### src/rtl/vsf_pkg.sv
package vsf_pkg;

  // control -> datapath
  typedef struct packed {
    logic arm;   // latch replay target and pending parity
    logic fire;  // commit pending parity to the output
  } vsfStrobe_t;

  // datapath -> control
  typedef struct packed {
    logic hsRise;    // hsync leading edge in this cycle
    logic atTarget;  // line position equals the replay target
  } vsfStatus_t;

endpackage

### src/rtl/vsf_datapath.sv
module vsf_datapath
  import vsf_pkg::*;
#(
  parameter int HPOS_W     = 12,
  parameter int GUARD_CLKS = 4
) (
  input  logic       clk,
  input  logic       rstN,
  input  logic       hsIn,
  input  logic       vsIn,
  input  vsfStrobe_t strobe,
  output vsfStatus_t status,
  output logic       fieldOut
);

  localparam logic [HPOS_W-1:0] GUARD_V = HPOS_W'(GUARD_CLKS);
  localparam logic [HPOS_W-1:0] POS_MAX = {HPOS_W{1'b1}};

  logic              hsPrev, vsPrev;
  logic              hsRise, vsRise;
  logic [HPOS_W-1:0] hPos;
  logic [HPOS_W-1:0] curPos;
  logic [HPOS_W-1:0] vsPos;
  logic [HPOS_W-1:0] edgePos;
  logic [HPOS_W-1:0] lenNow;
  logic [HPOS_W-1:0] quarter;
  logic [HPOS_W-1:0] upperBound;
  logic [HPOS_W:0]   guardSum;
  logic              nearEdge;
  logic              outerQuad;
  logic [HPOS_W-1:0] target;
  logic              fieldPend;
  logic              fieldReg;

  assign hsRise  = hsIn & ~hsPrev;
  assign vsRise  = vsIn & ~vsPrev;
  assign curPos  = hsRise ? '0 : hPos;
  assign edgePos = vsRise ? curPos : vsPos;
  assign lenNow  = hPos;

  always_comb begin
    quarter    = lenNow >> 2;
    upperBound = lenNow - quarter;
    guardSum   = {1'b0, edgePos} + {1'b0, GUARD_V};
    nearEdge   = (edgePos < GUARD_V) || (guardSum >= {1'b0, lenNow});
    outerQuad  = (edgePos < quarter) || (edgePos >= upperBound);
  end

  always_ff @(posedge clk) begin
    if (!rstN) begin
      hsPrev    <= 1'b0;
      vsPrev    <= 1'b0;
      hPos      <= '0;
      vsPos     <= '0;
      target    <= '0;
      fieldPend <= 1'b0;
      fieldReg  <= 1'b0;
    end else begin
      hsPrev <= hsIn;
      vsPrev <= vsIn;
      if (hsRise)
        hPos <= HPOS_W'(1);
      else if (hPos != POS_MAX)
        hPos <= hPos + 1'b1;
      if (vsRise)
        vsPos <= curPos;
      if (strobe.arm) begin
        target    <= nearEdge ? GUARD_V : edgePos;
        fieldPend <= outerQuad;
      end
      if (strobe.fire)
        fieldReg <= fieldPend;
    end
  end

  assign status.hsRise   = hsRise;
  assign status.atTarget = !hsRise && (hPos == target);
  assign fieldOut        = fieldReg;

endmodule

### src/rtl/vsf_control.sv
module vsf_control
  import vsf_pkg::*;
#(
  parameter int MIN_LINES = 3
) (
  input  logic       clk,
  input  logic       rstN,
  input  logic       filterEn,
  input  logic       vsIn,
  input  vsfStatus_t status,
  output vsfStrobe_t strobe,
  output logic       vsFilt
);

  localparam int                CNT_W     = $clog2(MIN_LINES + 1);
  localparam logic [CNT_W-1:0] LAST_LINE = CNT_W'(MIN_LINES - 1);

  logic [CNT_W-1:0] lineCnt;
  logic             qualified;
  logic             armed;
  logic             dropAll;
  logic             countEdge;

  assign dropAll     = !filterEn || !vsIn;
  assign countEdge   = !dropAll && status.hsRise && !qualified;
  assign strobe.arm  = countEdge && (lineCnt >= LAST_LINE);
  assign strobe.fire = !dropAll && armed && status.atTarget;

  always_ff @(posedge clk) begin
    if (!rstN || dropAll) begin
      lineCnt   <= '0;
      qualified <= 1'b0;
      armed     <= 1'b0;
      vsFilt    <= 1'b0;
    end else begin
      if (countEdge)
        lineCnt <= lineCnt + 1'b1;
      if (strobe.arm) begin
        qualified <= 1'b1;
        armed     <= 1'b1;
      end
      if (strobe.fire) begin
        armed  <= 1'b0;
        vsFilt <= 1'b1;
      end
    end
  end

endmodule

### src/rtl/vsync_field_filter.sv
module vsync_field_filter
  import vsf_pkg::*;
#(
  parameter int HPOS_W     = 12,
  parameter int GUARD_CLKS = 4,
  parameter int MIN_LINES  = 3
) (
  input  logic clk,
  input  logic rstN,
  input  logic filterEn,
  input  logic hsIn,
  input  logic vsIn,
  output logic vsOut,
  output logic fieldOut
);

  vsfStrobe_t strobe;
  vsfStatus_t status;
  logic       vsFilt;

  vsf_datapath #(
    .HPOS_W    (HPOS_W),
    .GUARD_CLKS(GUARD_CLKS)
  ) datapath_i (
    .clk     (clk),
    .rstN    (rstN),
    .hsIn    (hsIn),
    .vsIn    (vsIn),
    .strobe  (strobe),
    .status  (status),
    .fieldOut(fieldOut)
  );

  vsf_control #(
    .MIN_LINES(MIN_LINES)
  ) control_i (
    .clk     (clk),
    .rstN    (rstN),
    .filterEn(filterEn),
    .vsIn    (vsIn),
    .status  (status),
    .strobe  (strobe),
    .vsFilt  (vsFilt)
  );

  assign vsOut = filterEn ? vsFilt : vsIn;

endmodule

### config.mk
export PLATFORM = sky130hd
export DESIGN_NAME = vsync_field_filter
export DESIGN_NICKNAME = d
export VERILOG_FILES = /design/src/rtl/vsf_pkg.sv /design/src/rtl/vsf_datapath.sv /design/src/rtl/vsf_control.sv /design/src/rtl/vsync_field_filter.sv
export SDC_FILE = /design/constraint.sdc
export NUM_CORES = 1
export LEC_CHECK = 0
export ABC_AREA = 1
export ABC_CLOCK_PERIOD_IN_PS = 4900
export CAP_MARGIN = 20
export CORE_UTILIZATION = 60
export CTS_CLUSTER_DIAMETER = 30
export DETAILED_ROUTE_END_ITERATION = 12
export GPL_TIMING_DRIVEN = 0
export PLACE_DENSITY = 0.77
export SKIP_LAST_GASP = 1
export SYNTH_ARGS = -nofsm -noshare
export SYNTH_HDL_FRONTEND = slang
export SYNTH_SLANG_ARGS = --single-unit
### constraint.sdc
create_clock -name clk -period 4.9 [get_ports clk]
set_input_delay 1.225 -clock clk [delete_from_list [all_inputs] [get_ports clk]]
set_output_delay 1.225 -clock clk [all_outputs]
set_load 0.005 [all_outputs]
## Word level (Yosys, flattened, before mapping)

Cells that the tools add are included.
Widths: inputs -> output; s select.

- Register bits after elaboration: 45
- Bits in latches: 0
- Memory bits (writable): 0
- ROM bits: 0
- Input bits: 5
- Output and inout bits: 2
- Logic and storage cells: 53
- Memories: 0

- $add $sub $neg: 4
- $mul: 0
- Div/mod/pow operators: 0
- $lt $le $gt $ge: 5
- Eq/ne operators: 2
- Shift operators: 0
- Multiplexer cells: 6
- Bitwise logic cells: 5
- Reductions and logical operators: 19

Operators with widths:

| cell | count |
|---|---|
| $mux 12 | 3 |
| $add 12x3->13 const B | 1 |
| $ge 13x12->1 | 1 |
| $add 12x1->12 const B | 1 |
| $eq 12x12->1 | 1 |
| $ge 12x12->1 | 1 |
| $lt 12x10->1 | 1 |
| $lt 12x3->1 const B | 1 |
| $ne 12x12->1 const B | 1 |
| $sub 12x10->12 | 1 |
| $logic_and 1x1->1 | 6 |
| $logic_not 1->1 | 6 |
| $logic_or 1x1->1 | 4 |
| $reduce_or 2->1 | 2 |
| $mux 1 | 3 |
| $not 1->1 | 3 |
| $add 2x1->2 const B | 1 |
| $and 1x1->1 | 2 |
| $ge 2x2->1 const B | 1 |
| $reduce_bool 2->1 | 1 |

## Logic depth before layout (Yosys ltp)

- Word-level depth: 8
- Gate-level depth with buffers: 25
- Gate-level depth less buffers: 24

## Cells and area by module

From an unflattened synthesis, not the netlist that was laid out.

- Cell total of the unflattened synthesis: 529
- Area, all modules: 3708.6 µm²

Modules (own cells, without submodules):

| module | times used | cells each | area an instance (µm²) | sequential area each (µm²) |
|---|---|---|---|---|
| vsf_datapath | 1 | 488 | 3418.3 | 800.8 |
| vsf_control | 1 | 37 | 275.3 | 100.1 |
| vsync_field_filter | 1 | 4 | 15.0 | 0.0 |

## Worst setup path before layout

OpenSTA, ideal clock, no wires.

- Kind: input port to flip-flop
- Start: input vsIn
- End: register datapath_i.target[0]
- Library setup time: 0.072 ns
- Arrival time: 3.755 ns
- Data required time: 4.828 ns
- Path slack: 1.074 ns
- Cell stages on the path: 22
- Path buffers: 1
- Path through: inv_2 nor2_4 nand2_4 o21ai_1 ha_1 nand3_2 nor2_4 nand3_1 xor2_1 ha_1 nand2_1 inv_1 a21oi_1 nand2_1 nor2_1 nand2_1 nand2_1 nand2_1 nand2_1 buf_2 nand3_1 a21oi_1

- Cells in the longest elaborated chain, start to end: 6
- Elaborated cells between the ends (all ways): 13
- Classes of those cells: add/sub: 1; order compare: 2; mux: 2; bitwise: 1; reduce/logical: 7

Ends and longest elaborated chain:

| element | RTL line | text |
|---|---|---|
| start: declaration | vsync_field_filter.sv:12 | `input logic vsIn,` |
| $and 1x1->1 (*) | vsf_datapath.sv:36 | `assign vsRise = vsIn & ~vsPrev;` |
| $mux 12 (*) | vsf_datapath.sv:38 | `assign edgePos = vsRise ? curPos : vsPos;` |
| via datapath_i.edgePos[2] | vsf_datapath.sv:24 | `logic [HPOS_W-1:0] edgePos;` |
| $add 12x3->13 | vsf_datapath.sv:44 | `guardSum = {1'b0, edgePos} + {1'b0, GUARD_V};` |
| $ge 13x12->1 | vsf_datapath.sv:45 | `nearEdge = (edgePos < GUARD_V) \|\| (guardSum >= {1'b0, lenNow});` |
| $logic_or 1x1->1 (*) | vsf_datapath.sv:45 |  |
| $mux 12 (*) | vsf_datapath.sv:68 | `target <= nearEdge ? GUARD_V : edgePos;` |
| end signal: assignment | vsf_datapath.sv:68 |  |
| end: declaration | vsf_datapath.sv:31 | `logic [HPOS_W-1:0] target;` |

Mark *: on every way through the listed nets, which the timed path passes. The rest lies on a longest branch.
A chain may end at the register's enable or synchronous reset.

## Final worst setup path

- Start: input vsIn
- End: register datapath_i.target[4]

Same word-level chain as after synthesis.

==> impl_metrics.env <==
export IMPL_ys_flop_type="dfxtp_1"
export IMPL_clock_sinks=45
export IMPL_yosysTopAreaCell="dfxtp_1"
export IMPL_postPlaceCellArea_mm2=0.00392
export IMPL_status="completed"
export IMPL_whs_ns=0.465
export IMPL_p_sw_uw=246
export IMPL_crit_arrival_ns=4.81
export IMPL_chipWidth_um=81.2
export IMPL_wl_per_cell_um=15.2
export IMPL_use_met1=0.416
export IMPL_groute_usage_overall=0.315
export IMPL_fp_dieH_um=81.2
export IMPL_start_util=0.628
export IMPL_rsz0062_at_grt="false"
export IMPL_fin_crit_sh=0.934
export IMPL_clock_power_share=0.351
export IMPL_hold_violations=0
export IMPL_n_fill_cell=531
export IMPL_multiInputGateArea_mm2=0.00252
export IMPL_drtAntennaViolNets=0
export IMPL_row_count=28
export IMPL_grt_ovfl_total=0
export IMPL_path_max_fanout=10
export IMPL_tightest_slew_ns=0.520
export IMPL_drive_above_1_share=0.113
export IMPL_htree_num_levels=2
export IMPL_use_met2=0.490
export IMPL_synth_edf_count=0
export IMPL_internal_power_uw=581
export IMPL_portBuffers=6
export IMPL_synth_top_cell_area_share=0.240
export IMPL_syn_nets=589
export IMPL_clk_latency_ns=0.32
export IMPL_routed_wl_um=9480
export IMPL_drcViolationCount=0
export IMPL_num_vias=3484
export IMPL_finalMaxSlewViolations=0
export IMPL_root_buffer="clkbuf_8"
export IMPL_power_density_mw_per_mm2=205
export IMPL_fin_area_mm2=0.00403
export IMPL_yosys_top_cells_area="dfxtp_1 (24%), ha_1 (16%), nand2_1 (11%), inv_1 (6.8%), a21oi_1 (6.1%)"
export IMPL_timing_fmax_ghz=0.218
export IMPL_hpwl_um=7410
export IMPL_cp_end_kind="flop"
export IMPL_syn_to_final_growth_pct=7.25
export IMPL_postCtsHoldBufs=0
export IMPL_first_iter_violations=226
export IMPL_fin_skew_ns=0.0174
export IMPL_relSlewSlack=0.651
export IMPL_grt_pass1_wl_um=15400
export IMPL_maxCapViolCount=0
export IMPL_busiest_layer="met2"
export IMPL_critical_path_required_ns=5.13
export IMPL_async_reset_ff_frac=0
export IMPL_critPathLaunchType="primary input"
export IMPL_via_per_inst=5.57
export IMPL_synthesis_area_mm2=0.00376
export IMPL_post_synth_cell_area_avg_um2=7.02
export IMPL_worstHoldPathType="flop to flop"
export IMPL_seqCellArea_um2=901
export IMPL_clkTransAtPathRegs_ns=0.10
export IMPL_gp_congestion=0.927
export IMPL_peakVddDrop_mv=0.143
export IMPL_met3_usage=0.0528
export IMPL_grt_pass1_vias=3229
export IMPL_antenna_found_initial=0
export IMPL_cts_buffers=5
export IMPL_leakagePower_nw=1.85
export IMPL_final_nets=602
export IMPL_ys_seq_area_frac=0.240
export IMPL_grt_max_degree=15
export IMPL_clk_path_buf_depth=2
export IMPL_pwr_share_seq=0.455
export IMPL_syn_inst=536
export IMPL_pin_count=7
export IMPL_first_pass_iters=4
export IMPL_fin_crit_ns=4.58
export IMPL_yosysWarnings=0
export IMPL_core_area_mm2=0.00599
export IMPL_ys_types=41
export IMPL_critPathKind="primary input to flop"
export IMPL_ys_ff_latch=45
export IMPL_setup_viol=0
export IMPL_post_cts_setup_buffers=0
export IMPL_swShare=0.297
export IMPL_insertedDiodeCount=0
export IMPL_cts_tree="built"
export IMPL_fp_dieArea_mm2=0.00659
export IMPL_p_comb_frac=0.195
final timing paths:
check | slack, ns | depth (start not counted) | start | endpoint
max reg2reg | 1.31 | 23 | datapath_i.vsPrev | datapath_i.target[4]
min reg2reg | 0.46 | 2 | control_i.vsFilt | control_i.vsFilt
min | 0.46 | 2 | control_i.vsFilt | control_i.vsFilt
max | 0.32 | 23 | vsIn | datapath_i.target[4]
cells in the final DEF (no fill, tap or decap), types with 10 or more instances in the layout:
master,Yosys,routed
nor2_1,58,58
xor2_1,22,22
ha_1,47,47
o21ai_0,17,17
inv_1,68,68
a21oi_1,46,46
nand2_1,112,112
nand2_2,10,10
nand3_2,15,15
nand3_1,21,21
dfxtp_1,45,45
Yosys cell counts, types with 2 or more instances:
master    instances
a211oi_1          5
a21oi_1          46
a31oi_1           2
buf_2             3
buf_6             3
clkbuf_1          5
clkinv_1          2
dfxtp_1          45
ha_1             47
inv_1            68
inv_2             4
nand2_1         112
nand2_2          10
nand2_4           2
nand3_1          21
nand3_2          15
nand4_1           5
nor2_1           58
nor2_2            4
nor2_4            4
nor3_1            5
nor4_1            2
o21a_1            2
o21ai_0          17
o21ai_1           6
o21ai_2           2
o21bai_1          2
o22ai_1           2
xnor2_1           4
xor2_1           22
cell families (layout without fill, tap and decap cells):
group	Yosys count	count (layout)	synth area share
AND/OR/NAND/NOR	244	244	0.314
AO/OA/AOI/OAI	88	88	0.132
XOR/XNOR	26	26	0.0605
buffers and inverters	85	99	0.0918
adder cells (fa/ha/maj)	48	48	0.162
flip-flops	45	45	0.240
worst max-delay path, cell delays in order:
cell and delay (ns):
clkdlybuf4s50_1 0.48, nand2_2 0.16, buf_2 0.28, nand2_1 0.11, o21ai_2 0.14, ha_1 0.25, nand3_2 0.11, nor2_4 0.16
nand3_1 0.10, xor2_1 0.16, ha_1 0.30, nand2_1 0.10, inv_1 0.06, a21oi_1 0.12, nand2_1 0.06, nor2_1 0.08
nand2_1 0.10, nand2_1 0.07, nand2_1 0.04, nand2_1 0.15, buf_2 0.31, nand3_2 0.11, a21oi_1 0.14
state kept, by name (all words and copies together), names as in the netlist:
register              count
datapath_i.vsPos         12
control_i.vsFilt          1
datapath_i.fieldPend      1
control_i.qualified       1
datapath_i.hsPrev         1
datapath_i.target        12
datapath_i.hPos          12
datapath_i.fieldOut       1
datapath_i.vsPrev         1
control_i.lineCnt         2
control_i.armed           1
power groups by stage:
stage | logic, mW | registers [mW] | clock network [mW]
CTS | 0.160 | 0.375 | 0.292
finish | 0.161 | 0.376 | 0.290
global route | 0.180 | 0.376 | 0.309
floorplan | 0.119 | 0.383 | 0
global placement | 0.154 | 0.384 | 0
detailed placement | 0.158 | 0.384 | 0
layout make-up:
type	instances	share of cell area
clock buffer	6	0.0180
clock inverter	2	0.00962
tap	75	0.0233
buffer	11	0.0167
inverter	74	0.0689
sequential	45	0.223
multi-input combinational	406	0.625
timing repair buffer	6	0.0149
stage by stage:
step	power, mW	util	setup TNS [ns]	cells	setup WS, ns
5_1_grt	0.866	0.673	0	625	0.0151
3_3_place_gp	0.537	0.654	0	617	0.0172
2_1_floorplan	0.502	-	0	536	1.07
6_report	0.826	0.673	0	625	0.323
3_5_place_dp	0.542	0.654	-0.487	617	-0.0672
4_1_cts	0.827	0.672	0	625	0.225
repair_timing:
action                                 CTS  global route
setup endpoints to repair                0            10
endpoints found under the hold margin    0             0
gates resized for setup                  0             2
per-layer routing:
layer  vias up  routed length, µm
met2       112               4070
met1      1568               4410
met5         -                  0
met4         0                401
li1       1776                  -
met3        28                595
Power figures use the tool's default switching activity.
